## src/rtl/fpr_pkg.sv

```systemverilog
package fpr_pkg;
  // Enable register bits that hold state (channel enables plus two inert bits).
  localparam int EN_STORED_BITS = 4;
  localparam int NUM_CH = 2;
endpackage

```

## src/rtl/fpr_regfile.sv

```systemverilog
module fpr_regfile #(
  parameter int AW = 16,
  parameter int DW = 8,
  parameter int NCH = 2,
  parameter logic [AW-1:0] EN_ADDR = 16'h0212,
  parameter logic [AW-1:0] PA_BASE = 16'h0217
) (
  input  logic                   clk,
  input  logic                   rst_n,
  input  logic                   wr_en,
  input  logic [AW-1:0]          addr,
  input  logic [DW-1:0]          wdata,
  output logic [DW-1:0]          rdata,
  output logic [NCH-1:0]         en_bits,
  output logic [NCH-1:0][AW-1:0] pa_vec
);
  import fpr_pkg::*;
  localparam int ENW = EN_STORED_BITS;

  logic [ENW-1:0] en_q;

  always_ff @(posedge clk) begin
    if (!rst_n) en_q <= '0;
    else if (wr_en && addr == EN_ADDR) en_q <= wdata[ENW-1:0];
  end
  assign en_bits = en_q[NCH-1:0];

  for (genvar c = 0; c < NCH; c++) begin : g_pa
    localparam logic [AW-1:0] HI_A = PA_BASE + AW'(2 * c);
    localparam logic [AW-1:0] LO_A = PA_BASE + AW'(2 * c + 1);
    logic [AW-1:0] pa_q;
    always_ff @(posedge clk) begin
      if (!rst_n) pa_q <= '0;
      else if (wr_en && addr == HI_A) pa_q[AW-1:AW-DW] <= wdata;
      else if (wr_en && addr == LO_A) pa_q[DW-1:0] <= wdata;
    end
    assign pa_vec[c] = pa_q;
  end

  always_comb begin
    rdata = '0;
    if (addr == EN_ADDR) rdata[ENW-1:0] = en_q;
    for (int c = 0; c < NCH; c++) begin
      if (addr == PA_BASE + AW'(2 * c))     rdata = pa_vec[c][AW-1:AW-DW];
      if (addr == PA_BASE + AW'(2 * c + 1)) rdata = pa_vec[c][DW-1:0];
    end
  end
endmodule

```

## src/rtl/fpr_match_chan.sv

```systemverilog
module fpr_match_chan #(
  parameter int AW = 16
) (
  input  logic          fetch_valid,
  input  logic [AW-1:0] fetch_addr,
  input  logic          enable,
  input  logic [AW-1:0] patch_addr,
  output logic          hit
);
  assign hit = fetch_valid && enable && (fetch_addr == patch_addr);
endmodule

```

## src/rtl/fpr_arbiter.sv

```systemverilog
module fpr_arbiter #(
  parameter int AW = 16,
  parameter int NCH = 2,
  parameter logic [AW-1:0] WIN_BASE = 16'h02C0,
  parameter int WIN_BYTES = 32
) (
  input  logic [NCH-1:0] hits,
  output logic           redirect,
  output logic [AW-1:0]  target
);
  // Scan from the highest index down so the lowest index wins.
  always_comb begin
    redirect = 1'b0;
    target   = '0;
    for (int i = NCH - 1; i >= 0; i--) begin
      if (hits[i]) begin
        redirect = 1'b1;
        target   = WIN_BASE + AW'(i * WIN_BYTES);
      end
    end
  end
endmodule

```

## src/rtl/fetch_patch_redirect.sv

```systemverilog
module fetch_patch_redirect #(
  parameter int AW = 16,
  parameter int DW = 8,
  parameter logic [AW-1:0] EN_ADDR = 16'h0212,
  parameter logic [AW-1:0] PA_BASE = 16'h0217,
  parameter logic [AW-1:0] WIN_BASE = 16'h02C0,
  parameter int WIN_BYTES = 32
) (
  input  logic          clk,
  input  logic          rst_n,
  input  logic          reg_wr,
  input  logic [AW-1:0] reg_addr,
  input  logic [DW-1:0] reg_wdata,
  output logic [DW-1:0] reg_rdata,
  input  logic          fetch_valid,
  input  logic [AW-1:0] fetch_addr,
  output logic          redirect,
  output logic [AW-1:0] redirect_target
);
  import fpr_pkg::*;
  localparam int NCH = NUM_CH;

  logic [NCH-1:0]         en_bits;
  logic [NCH-1:0][AW-1:0] pa_vec;
  logic [NCH-1:0]         hits;

  fpr_regfile #(.AW(AW), .DW(DW), .NCH(NCH), .EN_ADDR(EN_ADDR), .PA_BASE(PA_BASE)) u_regs (
    .clk(clk), .rst_n(rst_n), .wr_en(reg_wr), .addr(reg_addr), .wdata(reg_wdata),
    .rdata(reg_rdata), .en_bits(en_bits), .pa_vec(pa_vec)
  );

  for (genvar c = 0; c < NCH; c++) begin : g_ch
    fpr_match_chan #(.AW(AW)) u_match (
      .fetch_valid(fetch_valid), .fetch_addr(fetch_addr),
      .enable(en_bits[c]), .patch_addr(pa_vec[c]), .hit(hits[c])
    );
  end

  fpr_arbiter #(.AW(AW), .NCH(NCH), .WIN_BASE(WIN_BASE), .WIN_BYTES(WIN_BYTES)) u_arb (
    .hits(hits), .redirect(redirect), .target(redirect_target)
  );
endmodule

```

## config.mk

```make
export PLATFORM = sky130hd
export DESIGN_NAME = fetch_patch_redirect
export DESIGN_NICKNAME = d
export VERILOG_FILES = /design/src/rtl/fpr_pkg.sv /design/src/rtl/fpr_regfile.sv /design/src/rtl/fpr_match_chan.sv /design/src/rtl/fpr_arbiter.sv /design/src/rtl/fetch_patch_redirect.sv
export SDC_FILE = /design/constraint.sdc
export NUM_CORES = 1
export LEC_CHECK = 0
export BUFFER_PORTS_ARGS = -buffer_cell sky130_fd_sc_hd__buf_4
export CAP_MARGIN = 15
export CELL_PAD_IN_SITES_DETAIL_PLACEMENT = 0
export CELL_PAD_IN_SITES_GLOBAL_PLACEMENT = 1
export CORE_MARGIN = 2
export CORE_UTILIZATION = 40
export CTS_CLUSTER_SIZE = 24
export DETAILED_ROUTE_END_ITERATION = 8
export PLACE_DENSITY_LB_ADDON = 0.08
export SYNTH_ARGS = -nofsm -noshare
export SYNTH_HDL_FRONTEND = slang
export SYNTH_SLANG_ARGS = --single-unit
```

## constraint.sdc

```tcl
create_clock -name clk -period 5.8 [get_ports clk]
set_input_delay 0.87 -clock clk [delete_from_list [all_inputs] [get_ports clk]]
set_output_delay 0.87 -clock clk [all_outputs]
set_load 0.05 [all_outputs]
```

==> results of run 1 <==
## sequential cells by signal, indices dropped and copies added (netlist names)
register          count
u_regs.g_pa.pa_q     32
u_regs.en_q           4
## critical path: stages
cell and delay [ns]:
buf_4 0.12, nor3b_1 0.79, nor4b_4 0.71, o21ai_1 0.14, a221oi_1 0.33, a21o_1 0.13
buf_4 0.19
## Yosys cell counts, drive strengths merged, types with 3 or more instances
library cell	instances	area [um2]
dfxtp	36	721
nand4	8	50.1
xnor2	29	254
o21ai	12	60.1
mux2i	23	230
inv	3	11.3
a21boi	8	60.1
nand2	35	134
nor2b	13	81.3
a22o	3	26.3
nor4b	4	71.3
nor2	6	30.0
a31oi	3	18.8
a21oi	7	35.0
nor4	3	18.8
a221oi	4	35.0
buf	18	126
clkbuf	9	33.8
xor2	3	26.3
nand3	19	100
## final cells by class
class                      instances  area, um2  area share, %
clock buffer                       6       82.6           3.04
sequential                        36        721           26.5
timing repair buffer              56        420           15.5
multi-input combinational        204       1380           50.9
tap                               72       90.1           3.32
inverter                           3       11.3          0.415
clock inverter                     2       10.0          0.368
## power groups by stage
stage / Sequential [mW] / Combinational (mW) / Clock (mW)
after floorplan: 0.253 / 0.0495 / 0
after global placement: 0.253 / 0.0785 / 0
after detailed placement: 0.253 / 0.0784 / 0
after CTS: 0.247 / 0.0785 / 0.189
after global routing: 0.247 / 0.0840 / 0.202
final: 0.247 / 0.0783 / 0.184
## layer usage
metal | global-route usage, % | vias up
met5 | 0 | -
met4 | 4.74 | 0
met3 | 4.89 | 6
met2 | 33.4 | 60
met1 | 29.6 | 888
li1 | - | 975
## stage by stage
stage | cells | cell area, um2 | hold slack (ns) | setup slack, ns | total power, mW
global placement | 371 | 2620 | 0.472 | 1.74 | 0.331
global route | 379 | 2720 | 0.507 | 1.43 | 0.533
detailed placement | 371 | 2620 | 0.476 | 1.66 | 0.331
floorplan | 270 | 2270 | 0.457 | 2.14 | 0.302
finish | 379 | 2720 | 0.488 | 1.64 | 0.510
CTS | 379 | 2720 | 0.487 | 1.63 | 0.515
## how the worst min path moves through the flow
stage / to / slack (ns)
final: u_regs.g_pa[0].pa_q[1] / 0.49
after global placement: u_regs.g_pa[0].pa_q[3] / 0.47
after CTS: u_regs.g_pa[0].pa_q[4] / 0.49
after detailed placement: u_regs.g_pa[0].pa_q[3] / 0.48
after floorplan: u_regs.g_pa[0].pa_q[4] / 0.46
after global routing: u_regs.g_pa[0].pa_q[4] / 0.51
## cells by family after synthesis
group,synth area share [%]
XOR/XNOR,12.6
multiplexers,10.8
AND/OR/NAND/NOR,24.9
flip-flops,32.3
other,0.168
AO/OA/AOI/OAI,11.5
buffers and inverters,7.68
==> reports/metrics.cfg, run 1 <==
[detailed_routing]
detail-route-antenna-nets = 0
drt-initial-drc-count = 95
wl_met2_um = 2830
vias = 1929
drc = 0
first_pass_iters = 4
wl_met1_um = 2990
totalWireLength_um = 6250
wl_met3_um = 367
routed.top_layer = met4
wl_per_cell_um = 16.5
via_per_inst = 5.09

[logic_synthesis]
synth_top_flop_cell = dfxtp_1
ys_ff_latch = 36
netlist_instances = 259
async_flop_share_pct = 0
ys_types = 38
yosysSeqAreaShare_pct = 32.3
synth_edf_count = 0
ys_warn_count = 0
synth_area_mm2 = 0.00223
syn_area_per_cell_um2 = 8.62

[layout]
layout-drive-gt1-share_pct = 23.5
final_cell_mix = buf_4, dfxtp_1, nand2_1
diodes = 0
nets = 350
final_util_pct = 49.9
final_common_cell = buf_4
fillers = 573
area_growth_pct = 21.7

[cts]
cts_tree = yes
cts_resized = 0
postCtsHoldBufs = 0
clk_latency_ns = 0.29
cts_max_path_buffers = 2
cts-root-buf = clkbuf_8
htreeDepth = 2
cts_setup_buffers = 0
cts_inserted_buffers = 5
clkTransAtPathRegs_ns = 0.07
cts.sink_count = 36

[floorplanning]
die_h_um = 78.7
die_area_mm2 = 0.00619
core_area_mm2 = 0.00544
die_x_um = 78.7
num_rows = 27
start_util_pct = 41.0
ios = 69

[status]
status = finished clean

[worst_setup_path]
crit_type = in2out
startpoint = reg_addr[2]
start_kind = input port
regToRegEndpoint = u_regs.g_pa[1].pa_q[2]
end_kind = primary output
rrSetupSlack_ns = 5.12
cp.arrival_ns = 3.29
crit_end = reg_rdata[6]
r2r-start = u_regs.g_pa[1].pa_q[2]
rr_worst_depth = 2
worstPathMaxFanout = 10
worstPathRequired_ns = 4.93

[power]
p_per_area_mw_per_mm2 = 188
swShare_pct = 26.7
peakVddDrop_mv = 0.0945
power_frac_seq_pct = 48.5
p_int_mw = 0.374
power_frac_comb_pct = 15.4
cellLeakagePower_nw = 1.08
switchingPower_mw = 0.136
p_clk_share_pct = 36.2

[placed_design]
gp_congestion = 0.777
dpl.hpwl_um = 4630
port_buffers = 56

[hold_path]
worstHoldStart = u_regs.g_pa[0].pa_q[1]
worstHoldPathCells = 2
hold_path_class = reg2reg

[sta]
hold_viol_final = 0
slew_violations = 0
layout_min_cycle_time_ns = 4.16
slew_headroom_pct = 34.5
setup_viol = 0
fin_setup_tns_ns = 0
timing.final.crit_share_pct = 71.7
finClkSkew_ns = 0
timing.fmax_ghz = 0.240
rsz0062_at_grt = no
worst_pin_slew_ns = 0.979

[global_routing]
grt_usage_pct = 21.2
grt_pass1_wl_um = 9980
grt_max_degree = 45
antenna_found_initial = 0
grt_remaining_overflow = 0
grt_pass1_vias = 1845

[job]
drv_cap = 0

Note: power is estimated with default switching activity, not from simulation.
==> run 2, diff against run 1 <==
CORE_UTILIZATION = 37   (was 40)
clock period = 4.3 ns   (was 5.8 ns; I/O delays follow)
==> run 2 against run 1 <==
Register-to-register slack lost 1.5 ns. Sequential share of layout area fell by 0.44 points. Total power increased by 37%. Worst setup slack worse by 0.67 ns. Wire length up 1.2%. Global-route usage is 0.96 points lower. Critical path type unchanged. Largest cell class unchanged. Largest power group unchanged.
==> reports/metrics.cfg, run 2 (synthesis gave the netlist of run 1 again) <==
[status]
status = finished clean

[detailed_routing]
totalWireLength_um = 6320
wl_per_cell_um = 16.3
via_per_inst = 5.00
detail-route-antenna-nets = 0
vias = 1939
drc = 0
drt-initial-drc-count = 87
first_pass_iters = 4

[cts]
cts_resized = 0
cts_tree = yes
cts_setup_buffers = 0
cts_max_path_buffers = 2
cts_inserted_buffers = 5
clkTransAtPathRegs_ns = 0.07
clk_latency_ns = 0.29
postCtsHoldBufs = 0
cts-root-buf = clkbuf_8
htreeDepth = 2
cts.sink_count = 36

[power]
peakVddDrop_mv = 0.144
p_per_area_mw_per_mm2 = 253
p_total_mw = 0.699
cellLeakagePower_nw = 1.11

[worst_setup_path]
end_kind = primary output
crit_type = in2out
cp.arrival_ns = 2.69
start_kind = input port
worstPathRequired_ns = 3.65
worstPathMaxFanout = 12

[floorplanning]
core_area_mm2 = 0.00589
ios = 69
die_area_mm2 = 0.00667
die_h_um = 81.7
die_x_um = 81.7
start_util_pct = 37.9
num_rows = 28

[layout]
diodes = 0
layout-drive-gt1-share_pct = 24.3
final_common_cell = buf_4
area_growth_pct = 23.8
fin_area_mm2 = 0.00276
largest_reg_flops = 32
nets = 356
fillers = 602
top_register = u_regs.g_pa.pa_q
final_cell_mix = buf_4, dfxtp_1, nand2_1
largestRegisters = u_regs.g_pa.pa_q x32, u_regs.en_q x4

[sta]
timing.fmax_ghz = 0.300
rsz0062_at_grt = no
slew_headroom_pct = 53.2
fin_setup_tns_ns = 0
finClkSkew_ns = 0
hold_viol_final = 0
layout_min_cycle_time_ns = 3.33
setup_viol = 0
worst_pin_slew_ns = 0.699
timing.final.crit_share_pct = 77.5
slew_violations = 0

[job]
drv_cap = 0

[placed_design]
port_buffers = 56
dpl.hpwl_um = 4770
placed_area_mm2 = 0.00267
gp_congestion = 0.756

[global_routing]
grt_max_degree = 45
grt_pass1_wl_um = 9920
antenna_found_initial = 0
grt_remaining_overflow = 0
grt_pass1_vias = 1929
grt_usage_pct = 20.2

[hold_path]
hold_path_class = reg2reg

## run 2: through the flow
step | util [%] | hold WS (ns) | std cells | setup slack [ns]
floorplan | - | 0.457 | 270 | 1.09
global route | 46.9 | 0.507 | 388 | 0.862
detailed placement | 45.4 | 0.475 | 380 | 0.953
global placement | 45.4 | 0.470 | 380 | 0.983
CTS | 46.9 | 0.489 | 388 | 0.938
finish | 46.9 | 0.487 | 388 | 0.969
## run 2: layer usage
| metal | global-route usage [%] | part of all wire, % |
|---|---|---|
| met4 | 5.67 | 1.1 |
| met3 | 3.30 | 5.2 |
| met1 | 27.1 | 47 |
| met2 | 33.8 | 46 |
| met5 | 0 | 0 |
## run 2: final timing paths
| check | slack, ns | from | cells past startpoint | endpoint |
|---|---|---|---|---|
| hold / removal | 0.49 | u_regs.g_pa[1].pa_q[10] | 2 | u_regs.g_pa[1].pa_q[10] |
| hold reg to reg | 0.49 | u_regs.g_pa[1].pa_q[10] | 2 | u_regs.g_pa[1].pa_q[10] |
| setup reg to reg | 3.62 | u_regs.g_pa[1].pa_q[2] | 2 | u_regs.g_pa[1].pa_q[2] |
| setup / recovery | 0.97 | reg_addr[5] | 6 | reg_rdata[6] |
## run 2: report_power, final
group          leakage (nW)  internal, mW  switching [mW]
sequential            0.290         0.333      0.00000263
clock                0.0455         0.131           0.128
combinational         0.776        0.0440          0.0626
## run 2: layout make-up
class / count / area (um2) / share of cell area (%)
Tap cell: 75 / 93.8 / 3.40
Clock buffer: 8 / 90.1 / 3.26
Multi-Input combinational cell: 204 / 1380 / 50.0
Sequential cell: 36 / 721 / 26.1
Timing Repair Buffer: 62 / 465 / 16.8
Inverter: 3 / 11.3 / 0.408
## run 2: critical path: stages
cell	delay, ns
buf_4	0.10
or4b_1	0.67
nor4b_4	0.72
buf_4	0.24
a21o_1	0.12
buf_4	0.19
==> run 3, diff against run 2 <==
clock period = 3.3 ns   (was 4.3 ns; I/O delays follow)
==> run 3 against run 2 <==
Hold slack got worse by 0.023 ns. Non-clock buffer count fell by 1. Critical endpoint unchanged. Final cell count fell by 0.26%. Largest cell class unchanged. Die area unchanged. Flip-flop and latch count unchanged. First-iteration DRC count grew 33%. Total power increased by 39%. Clock-buffer cell count decreased by 3. Via count increased by 3.2%. Clock skew is the same. Combinational power grew 30%. Critical path depth up 1.
==> reports/metrics.cfg, run 3 (synthesis gave the netlist of run 1 again) <==
[hold_path]
hold_path_class = in2reg
worstHoldPathCells = 3

[detailed_routing]
vias = 2002
drt-initial-drc-count = 116
drc = 0
totalWireLength_um = 6580
wl_per_cell_um = 17.0
via_per_inst = 5.17
detail-route-antenna-nets = 0
first_pass_iters = 4

[status]
status = finished clean

[cts]
clk_latency_ns = 0.29
cts_setup_buffers = 0
cts_tree = yes
clkTransAtPathRegs_ns = 0.08
postCtsHoldBufs = 0
htreeDepth = 2
cts-root-buf = clkbuf_8
cts.sink_count = 36
cts_inserted_buffers = 5
cts_resized = 0
cts_max_path_buffers = 2

[job]
drv_cap = 0

[layout]
final_util_pct = 47.2
seqCellArea_um2 = 721
largestRegisters = u_regs.g_pa.pa_q x32, u_regs.en_q x4
multi_input_area_mm2 = 0.00138
diodes = 0
nets = 355
final_common_cell = buf_4
largest_reg_flops = 32
top_register = u_regs.g_pa.pa_q
layout-drive-gt1-share_pct = 24.7
area_growth_pct = 24.4
fillers = 622
final_cell_mix = buf_4, dfxtp_1, nand2_1

[power]
peakVddDrop_mv = 0.215
p_per_area_mw_per_mm2 = 349
cellLeakagePower_nw = 1.11

[sta]
rsz0062_at_grt = no
finClkSkew_ns = 0
slew_violations = 0
fin_setup_tns_ns = 0
layout_min_cycle_time_ns = 2.98
setup_viol = 0
timing.fmax_ghz = 0.336
timing.final.crit_share_pct = 90.2
hold_viol_final = 0

[worst_setup_path]
end_kind = primary output
slowest_stage = or4b_1
slowest_delay_ns = 0.68
worstPathMaxFanout = 4
crit_type = in2out
crit_chain = buf_4 > or4b_1 > nor4b_2 > nand2_1 > a221oi_1 > a21o_1 > buf_4
rr_worst_depth = 2
worstPathRequired_ns = 2.80
cp_common_cell = buf_4
start_kind = input port
cp.arrival_ns = 2.48

[global_routing]
antenna_found_initial = 0
grt_usage_pct = 20.5
grt_pass1_wl_um = 9980
grt_remaining_overflow = 0
grt_pass1_vias = 1846
grt_max_degree = 45

[floorplanning]
start_util_pct = 37.9
ios = 69
die_h_um = 81.7
core_area_mm2 = 0.00589
die_area_mm2 = 0.00667
num_rows = 28
die_x_um = 81.7

[placed_design]
gp_congestion = 0.775
port_buffers = 56
dpl.hpwl_um = 4890

[run 3: changes by cell type in the layout (fill, tap and decap cells not counted)]
cell | before | now
bufinv_16 | 0 | 1
buf_4 | 62 | 61
clkbuf_1 | 2 | 0
clkinv_2 | 0 | 1
clkbuf_8 | 6 | 5
clkinvlp_4 | 0 | 1
[run 3: per-layer routing]
metal | wire [um] | global-route usage (%)
met5 | 0 | 0
met1 | 2970 | 27.2
met2 | 3010 | 33.4
met4 | 93 | 6.67
met3 | 495 | 4.40
[run 3: final cells by class]
| type | instances | share of cell area (%) |
|---|---|---|
| clock inverters | 3 | 1.53 |
| clock buffers | 5 | 2.48 |
| repair buffers | 61 | 16.5 |
| inverters | 3 | 0.406 |
| well taps | 75 | 3.38 |
| multi-input cells | 204 | 49.8 |
| flip-flops and latches | 36 | 26.0 |
[run 3: critical path: cells and delay by family]
kind                   cells  cell delay (ns)
and+or+nand+nor            3             1.14
AOI/OAI and AO/OA          2             0.55
buffers and inverters      2             0.29
[run 3: where the power goes]
part	switching, mW	internal [mW]	total, mW	leakage [nW]
combinational	0.0821	0.0574	0.139	0.771
sequential	0.00000363	0.434	0.434	0.290
clock	0.172	0.224	0.396	0.0541
total	0.255	0.715	0.970	1.11
[run 3: through the flow]
stage	instance area [um2]	hold slack [ns]	setup slack, ns	std cells	total power [mW]
after floorplan	2270	0.457	0.385	270	0.531
after global placement	2670	0.470	0.332	379	0.584
after detailed placement	2670	0.475	0.308	379	0.584
after CTS	2780	0.466	0.299	387	0.974
after global routing	2780	0.476	0.229	387	1.00
final	2780	0.463	0.322	387	0.970
[run 3: path summary, 6_finish.rpt]
check | start | to | slack (ns)
worst max register to register | u_regs.g_pa[1].pa_q[1] | u_regs.g_pa[1].pa_q[1] | 2.58
worst min register to register | u_regs.g_pa[0].pa_q[3] | u_regs.g_pa[0].pa_q[3] | 0.49
worst max-delay path | reg_addr[5] | reg_rdata[6] | 0.32
worst min-delay path | reg_wdata[5] | u_regs.g_pa[0].pa_q[13] | 0.46
